**config.mk**
```make
export PLATFORM = sky130hd
export DESIGN_NAME = pred_commit_unit
export DESIGN_NICKNAME = d
export VERILOG_FILES = /design/src/rtl/pred_commit_unit.sv
export SDC_FILE = /design/constraint.sdc
export NUM_CORES = 1
export LEC_CHECK = 0
export BUFFER_PORTS_ARGS = -buffer_cell sky130_fd_sc_hd__clkbuf_2
export CAP_MARGIN = 20
export CELL_PAD_IN_SITES_DETAIL_PLACEMENT = 1
export CELL_PAD_IN_SITES_GLOBAL_PLACEMENT = 1
export CORE_MARGIN = 5
export CORE_UTILIZATION = 16
export DETAILED_ROUTE_END_ITERATION = 10
export PLACE_DENSITY_LB_ADDON = 0.1
export REMOVE_ABC_BUFFERS = 1
export SLEW_MARGIN = 25
export SYNTH_ARGS = -nofsm -noshare
export SYNTH_HDL_FRONTEND = slang
export SYNTH_SLANG_ARGS = --single-unit
```
**constraint.sdc**
```tcl
create_clock -name clk -period 1.6 [get_ports clk]
set_input_delay 0.32 -clock clk [delete_from_list [all_inputs] [get_ports clk]]
set_output_delay 0.32 -clock clk [all_outputs]
set_load 0.01 [all_outputs]
```
**src/rtl/pred_commit_unit.sv**
```systemverilog
module pred_commit_unit #(
  parameter int DEST_W = 5,
  parameter int DATA_W = 32
) (
  input  logic              clk,
  input  logic              rst,
  input  logic              res_valid,
  input  logic [3:0]        cond_code,
  input  logic              wr_req,
  input  logic [DEST_W-1:0] wr_dest,
  input  logic [DATA_W-1:0] wr_data,
  input  logic              flag_upd,
  input  logic [3:0]        alu_flags,
  output logic              commit_en,
  output logic              rf_we,
  output logic [DEST_W-1:0] rf_waddr,
  output logic [DATA_W-1:0] rf_wdata,
  output logic [3:0]        flags_q
);

  localparam int BIT_Z = 0;
  localparam int BIT_V = 1;
  localparam int BIT_C = 2;
  localparam int BIT_S = 3;

  logic f_z, f_v, f_c, f_s;
  logic base_hit;
  logic cond_hit;

  assign f_z = flags_q[BIT_Z];
  assign f_v = flags_q[BIT_V];
  assign f_c = flags_q[BIT_C];
  assign f_s = flags_q[BIT_S];

  // Even codes test the predicate, odd codes its complement (pairs share cond_code[3:1]).
  always_comb begin
    unique case (cond_code[3:1])
      3'b000: base_hit = !f_z;
      3'b001: base_hit = !f_v;
      3'b010: base_hit = !f_c;
      3'b011: base_hit = !f_s;
      3'b100: base_hit = !f_c && !f_z;
      3'b101: base_hit = (f_s == f_v);
      3'b110: base_hit = !f_z && (f_s == f_v);
      default: base_hit = 1'b1;
    endcase
  end

  assign cond_hit  = base_hit ^ cond_code[0];
  assign commit_en = res_valid && cond_hit;

  assign rf_we    = commit_en && wr_req;
  assign rf_waddr = wr_dest;
  assign rf_wdata = wr_data;

  always_ff @(posedge clk) begin
    if (rst)
      flags_q <= 4'b0000;
    else if (commit_en && flag_upd)
      flags_q <= alu_flags;
  end

  AST_IDLE_NO_COMMIT: assert property (@(posedge clk) disable iff (rst)
    !res_valid |-> !commit_en);

  AST_NEVER_CODE: assert property (@(posedge clk) disable iff (rst)
    (cond_code == 4'b1111) |-> !commit_en);

  AST_ALWAYS_CODE: assert property (@(posedge clk) disable iff (rst)
    (res_valid && cond_code == 4'b1110) |-> commit_en);

  AST_WE_GATED: assert property (@(posedge clk) disable iff (rst)
    rf_we |-> (commit_en && wr_req));

  AST_FLAG_LOAD: assert property (@(posedge clk) disable iff (rst)
    (commit_en && flag_upd) |=> (flags_q == $past(alu_flags)));

  AST_FLAG_HOLD: assert property (@(posedge clk) disable iff (rst)
    !(commit_en && flag_upd) |=> $stable(flags_q));

endmodule

```
==> summary.md, run 1 <==
| Metric | Value |
|---|---|
| I/O pin cnt | `93` |
| Number of routed nets with antenna violations | `0` |
| Count of yosys warnings during synthesis | `0` |
| Commonest non-fill, non-tap cells in the layout | `16 x clkbuf_2, 8 x nand2b_1, 8 x buf_4` |
| Slew Limit Headroom | `0.8390` |
| Max Cap Viol | `0` |
| Nets@finish | `~110` |
| DR vias/cell | `about 4` |
| CTS sink cnt | `4` |
| Chip width | `about 70 microns` |
| HP Start | `alu_flags[0]` |
| PnR worst setup slack | `-0.1909 ns` |
| Synth Area per Inst | `8.222 sq um` |
| Run status | `finished, violations left` |
| Power, Total | `approximately 0.33 mW` |
| Max FFs per register | `4` |
| Post-synthesis sequential area ratio | `0.1391` |
| Min-delay worst type | `input port to flop` |
| Largest net degree at the start of global routing | `9` |
| Layout area overhead | `-1.522%` |
| Die height | `about 70 microns` |
| Vias in the first global route | `between 500 and 600` |
| Final hold violation count | `0` |
| VDD IR max | `202.4 uV` |
| Initial Utilization | `0.1685` |
| Detailed Routing Iterations Pass 1 | `2` |
| CORE AREA | `roughly 3400 sq um` |
| WP data required | `between 1 and 1.5 ns` |
| Number of CTS-inserted buffers | `3` |
| Die area | `approximately 4900 sq um` |
| Fin cells | `around 110` |
| Unique masters post-synth | `19` |
| Port buffer count | `18` |
| Failing checks | `negative setup slack` |
| Register bank with the most flops | `flags_q` |
| Worst reg2reg startpoint | `flags_q[3]$_SDFFE_PP0P_` |
| Sum of negative setup slack | `-0.3511 ns` |
| Final wirelength | `between 2000 and 3000 microns` |
| DRC | `0` |
| # placed instances | `approximately 100` |
| Critical Path AT | `between 1 and 1.5 ns` |
| Synthesized instance count | `70` |
| First-pass GRT wire length | `3546 microns` |
| Via count | `440` |
| Grt total ovfl | `0` |
| RSZ-0062 raised after global routing | `yes` |
| Utilization after layout | `0.1659` |
| Gr usage total | `0.1031` |
| Biggest regs | `flags_q: 4 flops` |
| Area of the mapped netlist | `575.6 sq um` |
| Initial antenna violation count | `0` |
| # rows | `21` |
| Worst skew pair latency | `approximately 0.23 ns` |
| Critical Path Sink Type | `output pin` |
| Clock-pin slew on the worst setup and hold paths | `0.04 ns` |
| Reg2reg end | `flags_q[1]$_SDFFE_PP0P_` |
| Reg2reg setup slack | `around 0.05 ns` |
| Worst-path maximum fanout | `3` |
| Commonest non-fill, non-tap cell in the layout | `clkbuf_2` |
| Tmin final | `approximately 1.8 ns` |
| Diode count | `0` |
| Reg2Reg Depth | `6` |
| CTS Root Cell | `clkbuf_4` |
| WS Path Type | `flop to output pin` |
| Leakage power | `0.2369 nW` |
| Initial DRC count | `7` |
| Worst hold endpoint | `flags_q[0]$_SDFFE_PP0P_` |
| Tcrit/Tclk final | `1.119` |
| CTS tree | `built` |
| Power density over cell area | `about 570 nW/um^2` |
| Hold Path Depth | `3` |
| Setup violations, final | `2` |
| Worst setup SP type | `flop` |
| Pins over their slew limit | `0` |
| H-tree levels | `1` |
| Worst Tran Pin Value | `between 0.2 and 0.25 ns` |
| Post-DP HPWL | `2178 microns` |
| Layout cells sized above 1 | `0.6613` |
| Placer Congestion | `~0.64` |
| Clock buffer depth | `2` |
| Yosys reg bits | `4` |
| Routed len/inst | `between 20 and 25 microns` |
| Fmax | `between 500 and 600 MHz` |
| Final Skew | `between 0.001 and 0.0015 ns` |
| Hold buffer count at cts | `0` |
| Hold Worst Slack | `between 0.3 and 0.4 ns` |
worst max path at each step:
| stage | from | endpoint | slack, ns | cells past startpoint |
|---|---|---|---|---|
| after floorplan | flags_q[1]$_SDFFE_PP0P_ | rf_we | 0.12 | 5 |
| after CTS | flags_q[1]$_SDFFE_PP0P_ | rf_we | -0.19 | 6 |
| after global placement | cond_code[1] | rf_we | -0.17 | 7 |
| after global routing | flags_q[1]$_SDFFE_PP0P_ | rf_we | -0.27 | 6 |
| final | flags_q[3]$_SDFFE_PP0P_ | rf_we | -0.19 | 6 |
| after detailed placement | cond_code[1] | rf_we | -0.15 | 7 |
Yosys cell counts:
cell       n  area, sq um
and2_1     1        6.260
buf_4     37        277.8
a21oi_4    1        16.27
and3_1     1        6.260
a211oi_1   1        7.510
nor3b_1    1        7.510
nand4_1    1        6.260
nand2b_1   8        50.05
nor3b_2    1        12.51
mux2i_1    4        40.04
nor2_1     1        3.750
nand3b_1   1        7.510
o211ai_1   2        15.01
xnor2_1    1        8.760
nor2b_1    1        6.260
o21bai_1   1        7.510
a31o_2     1        8.760
dfxtp_1    4        80.08
nand2_1    2        7.510
routing by layer:
metal / share of wire / vias up / routed length (microns) / global-route usage
li1: - / 181 / - / -
met1: 0.41 / 196 / 1058 / 0.1182
met2: 0.27 / 59 / 706 / 0.08604
met3: 0.29 / 2 / 742 / 0.1664
met4: 0.0031 / 2 / 8 / 0.004255
met5: 0.021 / - / 54 / 0.1111
stage by stage:
step | setup slack [ns] | instance area [sq um]
2_1_floorplan | 0.1168 | 297.8
3_3_place_gp | -0.1743 | 498.0
3_5_place_dp | -0.1547 | 498.0
4_1_cts | -0.1863 | 551.8
5_1_grt | -0.2679 | 566.8
6_report | -0.1909 | 566.8
area by class of cell:
type,count,area (sq um)
Sequential cell,4,87.58
Clock buffer,3,22.52
Fill cell,430,2849
Tap cell,46,57.56
Timing Repair Buffer,26,156.4
Multi-Input combinational cell,29,242.7
cells by family after synthesis:
family	after synthesis	share of synthesized area
buffers and inverters	37	0.4826
and+or+nand+nor	18	0.1979
AOI/OAI and AO/OA	6	0.09566
muxes	4	0.06957
DFF	4	0.1391
xor gates and xnor gates	1	0.01522
report_power, final:
| part | internal [mW] | total (mW) | switching, mW |
|---|---|---|---|
| logic | 0.0556 | 0.0972 | 0.0416 |
| clock network | 0.0835 | 0.119 | 0.0357 |
| registers | 0.104 | 0.109 | 0.00519 |
| total | 0.243 | 0.326 | 0.0825 |
timing repair:
action / 4_1_cts / 5_1_grt
resized for setup: 7 / 6
cloned: 0 / 0
setup endpoints to repair: 3 / 6
buffers inserted: 1 / 0
pin swaps: 4 / 6
critical path: stages (launching register included):
cell and delay (ns):
dfxtp_2 0.33, xnor2_2 0.16, o211ai_1 0.14, a31o_2 0.28, nand2_2 0.06, and3_4 0.18
buf_6 0.09
No activity file was read; power rests on OpenSTA's default activity.
==> run 2, diff against run 1 <==
Settings changed: ABC_AREA from default to 1.
==> run 2 against run 1 <==
Total power grew 41%. Area after synthesis increased by 4.6%. Via count grew 15%. Flip-flop and latch count unchanged. Clock skew shrank 0.00082 ns. Clock-buffer cell count is the same. Synthesized cell count up 29%. The flow still finishes with violations (negative setup slack). Clock power is 76% higher. Core utilization down 0.80 points. First-iteration DRC count is 100% higher.
==> summary.md, run 2 <==
| Metric | Value |
|---|---|
| Run status | `finished, violations left` |
| Failing checks | `negative setup slack` |
| Final hold violation count | `0` |
| Chip width | `71.33 microns` |
| Tmin final | `between 1.5 and 2 ns` |
| Reg2reg setup slack | `0.14 ns` |
| Crit-path slowest cell | `dfxtp_2` |
| Setup violations, final | `2` |
| Initial DRC count | `14` |
| Leakage power | `between 0.3 and 0.4 nW` |
| CORE AREA | `around 3700 sq um` |
| Dominant cell type by area after synthesis | `buf_4` |
| Main combinational cell family by area after synthesis | `buffers and inverters` |
| Reg2reg end | `flags_q[3]$_SDFFE_PP0P_` |
| Initial antenna violation count | `0` |
| Layout cells sized above 1 | `0.5125` |
| Die height | `around 70 microns` |
| Number of routed nets with antenna violations | `0` |
| Clock buffer depth | `2` |
| Asr flop ratio synth | `0` |
| Via count | `around 510` |
| Initial Utilization | `0.1644` |
| Gr usage total | `0.1083` |
| Post-Synth Simple-Gate Area | `0.2931` |
| Nets@finish | `between 100 and 150` |
| PnR worst setup slack | `-0.04499 ns` |
| Pins over their slew limit | `0` |
| Layout area overhead | `-3.950%` |
| VDD IR max | `between 300 and 400 uV` |
| CTS Root Cell | `clkbuf_8` |
| Post-synth top cells | `37 x buf_4, 17 x nand2_1, 10 x nor2_1, 9 x inv_1, 4 x dfxtp_1` |
| Placer Congestion | `0.5822` |
| Area contributors post-synth | `buf_4 46%, dfxtp_1 13%, nand2_1 11%, nor2_1 6.2%, inv_1 5.6%` |
| CTS tree | `built` |
| Max FFs per register | `4` |
| Post-synthesis sequential area ratio | `0.1331` |
| Commonest non-fill, non-tap cells in the layout | `17 x clkbuf_2, 16 x nand2_1, 10 x nor2_1` |
| Post-synthesis adder-cell area fraction | `0` |
| I/O pin cnt | `slightly above 90` |
| Most common cell in the netlist | `buf_4` |
| Register bank with the most flops | `flags_q` |
| Max Cap Viol | `0` |
| Yosys reg bits | `4` |
| Hold Worst Slack | `around 0.32 ns` |
| Count of yosys warnings during synthesis | `0` |
| Worst Tran Pin Value | `about 0.23 ns` |
| Port buffer count | `18` |
| Fmax | `a little over 600 MHz` |
| Largest stage delay, worst path | `0.35 ns` |
| Detailed Routing Iterations Pass 1 | `3` |
| Die area | `5088 sq um` |
| Hold buffer count at cts | `0` |
| Largest net degree at the start of global routing | `9` |
| Worst reg2reg startpoint | `flags_q[0]$_SDFFE_PP0P_` |
| Tcrit/Tclk final | `1.028` |
| Yosys top cell area share | `0.4615` |
| Compound-cell area share of the yosys netlist | `0.03534` |
| Critical Path AT | `about 1.3 ns` |
| RSZ-0062 raised after global routing | `yes` |
| First-pass GRT wire length | `3760 microns` |
| Synthesized instance count | `90` |
| H-tree levels | `1` |
| Worst Path Buf+Inv | `1` |
| Post-DP HPWL | `roughly 2300 microns` |
| Top FF cell, synth | `dfxtp_1` |
| EDFF count, synth | `0` |
| WP data required | `1.28 ns` |
| # rows | `22` |
| Min-delay worst type | `input port to flop` |
| Slew Limit Headroom | `0.8453` |
| WS Path Type | `flop to output pin` |
| Post-synthesis mux area share | `0` |
| Worst skew pair latency | `0.21 ns` |
| Number of CTS-inserted buffers | `3` |
| Routed len/inst | `~21 microns` |
| Grt total ovfl | `0` |
| Power density over cell area | `between 700 and 800 nW/um^2` |
| Clock-pin slew on the worst setup and hold paths | `0.03 ns` |
| Crit-path cells | `nor2_4 -> nand2_1 -> nand3_2 -> a21oi_4 -> nand2_2 -> nand2_2 -> nand3_2 -> nor2_1 -> buf_2` |
| Final Skew | `between 0.0002 and 0.0003 ns` |
| Post-route cell area | `578.1 sq um` |
| Worst hold endpoint | `flags_q[3]$_SDFFE_PP0P_` |
| Synth Area per Inst | `6.687 sq um` |
| Worst-path maximum fanout | `3` |
| Hold Path Depth | `3` |
| DR vias/cell | `between 3 and 4` |
| Diode count | `0` |
| Reg2Reg Depth | `13` |
| Final wirelength | `~2700 microns` |
| Top delay family on crit path | `simple AND/OR/NAND/NOR gates` |
| Commonest non-fill, non-tap cell in the layout | `clkbuf_2` |
| HP Start | `alu_flags[3]` |
| CTS sink cnt | `4` |
| XOR/XNOR Fraction of Synth Area | `0.01455` |
| DRC | `0` |
| Biggest regs | `flags_q: 4 flops` |
| Area of the mapped netlist | `about 600 sq um` |
| Placed Instance Area | `slightly below 500 sq um` |
| Critical Path Sink Type | `output pin` |
| Unique masters post-synth | `14` |
| Worst setup SP type | `flop` |
| Vias in the first global route | `roughly 550` |
==> run 2: cell count changes in the layout (fill, tap and decap cells not counted), moves of 3 or more <==
cell      previous run  this run
inv_1                0         9
clkbuf_8             0         3
clkbuf_4             3         0
nand3_2              0         3
nand2_1              1        16
nor2_1               1        10
mux2i_1              4         0
nand2b_1             8         0
==> run 2: worst max-delay path by stage <==
| stage | start | endpoint | cells after the start |
|---|---|---|---|
| 3_3_place_gp | cond_code[1] | rf_we | 11 |
| 4_1_cts | flags_q[0]$_SDFFE_PP0P_ | rf_we | 10 |
| 6_report | flags_q[0]$_SDFFE_PP0P_ | rf_we | 9 |
| 2_1_floorplan | flags_q[1]$_SDFFE_PP0P_ | rf_we | 8 |
| 5_1_grt | flags_q[0]$_SDFFE_PP0P_ | rf_we | 11 |
| 3_5_place_dp | cond_code[1] | rf_we | 11 |
==> run 2: cells by family after synthesis <==
group	after synthesis
AND/OR/NAND/NOR	36
flip-flops	4
XOR/XNOR	1
buffers and inverters	47
AO/OA/AOI/OAI	2
==> run 2: repair_timing <==
| item | 4_1_cts | 5_1_grt |
|---|---|---|
| setup buffers | 3 | 1 |
| pin swaps | 4 | 10 |
| gates resized for setup | 7 | 1 |
| endpoints found under the setup margin | 2 | 3 |
| hold endpoints to repair | 0 | 0 |
==> run 2: where the power goes <==
part | total (mW) | leakage, nW | switching (mW) | internal (mW)
combinational | 0.133 | 0.261 | 0.0701 | 0.0633
sequential | 0.117 | 0.0344 | 0.00756 | 0.110
clock | 0.210 | 0.0216 | 0.0499 | 0.160
==> run 2: routing by layer <==
layer	vias up	share of wire	track usage
li1	212	-	-
met1	228	0.37	0.1106
met2	63	0.32	0.1020
met3	2	0.28	0.1669
met4	2	0.0026	0.03340
met5	-	0.022	0.08081
==> run 2: metrics by stage <==
stage | setup slack, ns | util | setup TNS, ns | total power, mW | instances
2_1_floorplan | 0.1430 | - | 0 | 0.1853 | 53
3_3_place_gp | -0.06185 | 0.1357 | -0.07662 | 0.2408 | 122
3_5_place_dp | -0.05903 | 0.1357 | -0.06188 | 0.2405 | 122
4_1_cts | -0.09784 | 0.1579 | -0.1223 | 0.4730 | 128
5_1_grt | -0.1702 | 0.1579 | -0.3204 | 0.4980 | 128
6_report | -0.04499 | 0.1579 | -0.04776 | 0.4610 | 128
==> run 2: worst register-to-register path, stage by stage (launching register included) <==
cell,delay (ns)
dfxtp_2,0.33
nor2_4,0.09
nand2_1,0.06
nand2_1,0.06
nand2_1,0.04
nand2_1,0.08
nand2_2,0.07
nand3_2,0.09
buf_4,0.10
buf_4,0.10
nand4_4,0.13
nand2_1,0.10
nand2_1,0.05
nor2_1,0.09
==> run 2: area by class of cell <==
type | instances | area (sq um)
clock buffers | 3 | 41.29
multi-input cells | 39 | 219.0
repair buffers | 24 | 135.1
well taps | 48 | 60.06
inverters | 10 | 37.54
flip-flops and latches | 4 | 85.08
fillers | 450 | 3083
==> run 3, diff against run 2 <==
Settings changed: SETUP_SLACK_MARGIN from default to 0.1.
==> run 3 against run 2 <==
The run still ends with negative setup slack left. Clock power hardly changed. Via count unchanged. Clock skew is the same. Final area grew 0.43%. Total power is 0.25% higher. Critical path depth did not move. Largest power group unchanged. Largest cell class unchanged. Flip-flop and latch count unchanged.
==> summary.md, run 3 (same netlist as run 2, synthesis figures left out) <==
| Metric | Value |
|---|---|
| Run status | `finished, violations left` |
| Failing checks | `negative setup slack` |
| Clock buffer depth | `2` |
| Worst setup SP type | `flop` |
| PnR worst setup slack | `-0.04499 ns` |
| Worst skew pair latency | `around 0.21 ns` |
| Hold Worst Slack | `about 0.32 ns` |
| Pre-CTS WS | `-0.05903 ns` |
| Commonest non-fill, non-tap cell in the layout | `clkbuf_2` |
| Number of routed nets with antenna violations | `0` |
| Initial antenna violation count | `0` |
| Power density over cell area | `796.2 nW/um^2` |
| Biggest regs | `flags_q: 4 flops` |
| Placer Congestion | `0.5822` |
| Commonest non-fill, non-tap cells in the layout | `17 x clkbuf_2, 15 x nand2_1, 10 x nor2_1` |
| H-tree levels | `1` |
| Worst reg2reg startpoint | `flags_q[0]$_SDFFE_PP0P_` |
| # rows | `22` |
| Tcrit/Tclk final | `1.028` |
| Met3 wire length | `a little under 800 microns` |
| Diode count | `0` |
| I/O pin cnt | `93` |
| Vias in the first global route | `548` |
| CTS sink cnt | `4` |
| Reg2reg setup slack | `between 0.1 and 0.15 ns` |
| Max Cap Viol | `0` |
| Utilization after layout | `0.1586` |
| Clock-pin slew on the worst setup and hold paths | `~0.030 ns` |
| Hold buffer count at cts | `0` |
| Final hold violation count | `0` |
| RSZ-0062 raised after global routing | `yes` |
| Fmax | `607.9 MHz` |
| Critical Path AT | `around 1.3 ns` |
| Min-delay worst type | `input port to flop` |
| Die height | `~71 microns` |
| Final wirelength | `about 2700 microns` |
| Fin cells | `128` |
| CTS Root Cell | `clkbuf_8` |
| Worst Tran Pin Value | `between 0.2 and 0.25 ns` |
| VDD IR max | `roughly 310 uV` |
| Via count | `507` |
| Chip width | `71.33 microns` |
| Gr usage total | `0.1083` |
| WS Path Type | `flop to output pin` |
| Critical Path Sink Type | `output pin` |
| CTS tree | `built` |
| Max FFs per register | `4` |
| Register bank with the most flops | `flags_q` |
| Post-DP HPWL | `between 2000 and 2500 microns` |
| Placed Instance Area | `between 400 and 500 sq um` |
| Initial Utilization | `0.1644` |
| Top sig layer | `met5` |
| Grt total ovfl | `0` |
| Largest net degree at the start of global routing | `9` |
| Worst-path maximum fanout | `3` |
| Reg2reg end | `flags_q[3]$_SDFFE_PP0P_` |
| Reg2Reg Depth | `13` |
| First-pass GRT wire length | `3760 microns` |
| # placed instances | `122` |
| Setup violations, final | `2` |
| Tmin final | `1.645 ns` |
| WP data required | `around 1.3 ns` |
| Final Skew | `around 0.00028 ns` |
| Initial DRC count | `14` |
| CORE AREA | `approximately 3700 sq um` |
| DR WL met2 | `between 800 and 900 microns` |
| Worst hold endpoint | `flags_q[3]$_SDFFE_PP0P_` |
| DRC | `0` |
| Routed len/inst | `approximately 21 microns` |
| Leakage power | `~0.32 nW` |
| Post-route cell area | `just under 600 sq um` |
| Die area | `just over 5000 sq um` |
| Layout area overhead | `-3.534%` |
| Number of CTS-inserted buffers | `3` |
| DRT met1 WL | `1010 microns` |
| HP Start | `alu_flags[3]` |
| Layout cells sized above 1 | `0.5250` |
| Slew Limit Headroom | `0.8453` |
| Hold Path Depth | `3` |
| Port buffer count | `18` |
| Detailed Routing Iterations Pass 1 | `3` |
| Nets@finish | `132` |
| Pins over their slew limit | `0` |
| DR vias/cell | `3.961` |
## run 3: cell types whose count changed in the layout (fill, tap and decap cells not counted)
cell,delta
nand2_2,+1
nand2_1,-1
## run 3: worst max path at each step
stage / slack [ns] / startpoint / depth (start not counted) / to
detailed placement: -0.06 / cond_code[1] / 11 / rf_we
finish: -0.04 / flags_q[0]$_SDFFE_PP0P_ / 9 / rf_we
global route: -0.17 / flags_q[0]$_SDFFE_PP0P_ / 11 / rf_we
CTS: -0.1 / flags_q[0]$_SDFFE_PP0P_ / 10 / rf_we
floorplan: 0.14 / flags_q[1]$_SDFFE_PP0P_ / 8 / rf_we
global placement: -0.06 / cond_code[1] / 11 / rf_we
## run 3: routing by layer
metal  global-route usage  vias to the layer above
met5              0.08081                        -
met4              0.03340                        2
met3               0.1669                        2
met2               0.1020                       63
met1               0.1106                      228
li1                     -                      212
## run 3: per-stage QoR
| stage | TNS, ns | power, mW |
|---|---|---|
| 4_1_cts | -0.1223 | 0.4730 |
| 5_1_grt | -0.3296 | 0.4990 |
| 3_3_place_gp | -0.07662 | 0.2408 |
| 3_5_place_dp | -0.06188 | 0.2405 |
| 6_report | -0.04776 | 0.4622 |
| 2_1_floorplan | 0 | 0.1853 |
## run 3: power breakdown
part | internal (mW) | total [mW] | leakage (nW) | switching (mW)
combinational | 0.0638 | 0.135 | 0.261 | 0.0708
sequential | 0.110 | 0.117 | 0.0344 | 0.00756
clock | 0.160 | 0.210 | 0.0216 | 0.0499
## run 3: worst max-delay path: stages (launching register included)
cell and delay, ns:
dfxtp_2 0.35, nor2_4 0.04, nand2_1 0.07, nand3_2 0.09
a21oi_4 0.15, nand2_2 0.07, nand2_2 0.07, nand3_2 0.06
nor2_1 0.08, buf_2 0.13
## run 3: timing repair
item | in CTS | in global routing
resized for setup | 7 | 2
pin swaps | 4 | 10
endpoints found under the setup margin | 2 | 6
setup buffers | 3 | 1
## run 3: area by class of cell
cell class,instances,area (sq um)
Inverter,10,37.54
Tap cell,48,60.06
Multi-Input combinational cell,39,221.5
Timing Repair Buffer,24,135.1
Sequential cell,4,85.08
Clock buffer,3,41.29
Fill cell,449,3080
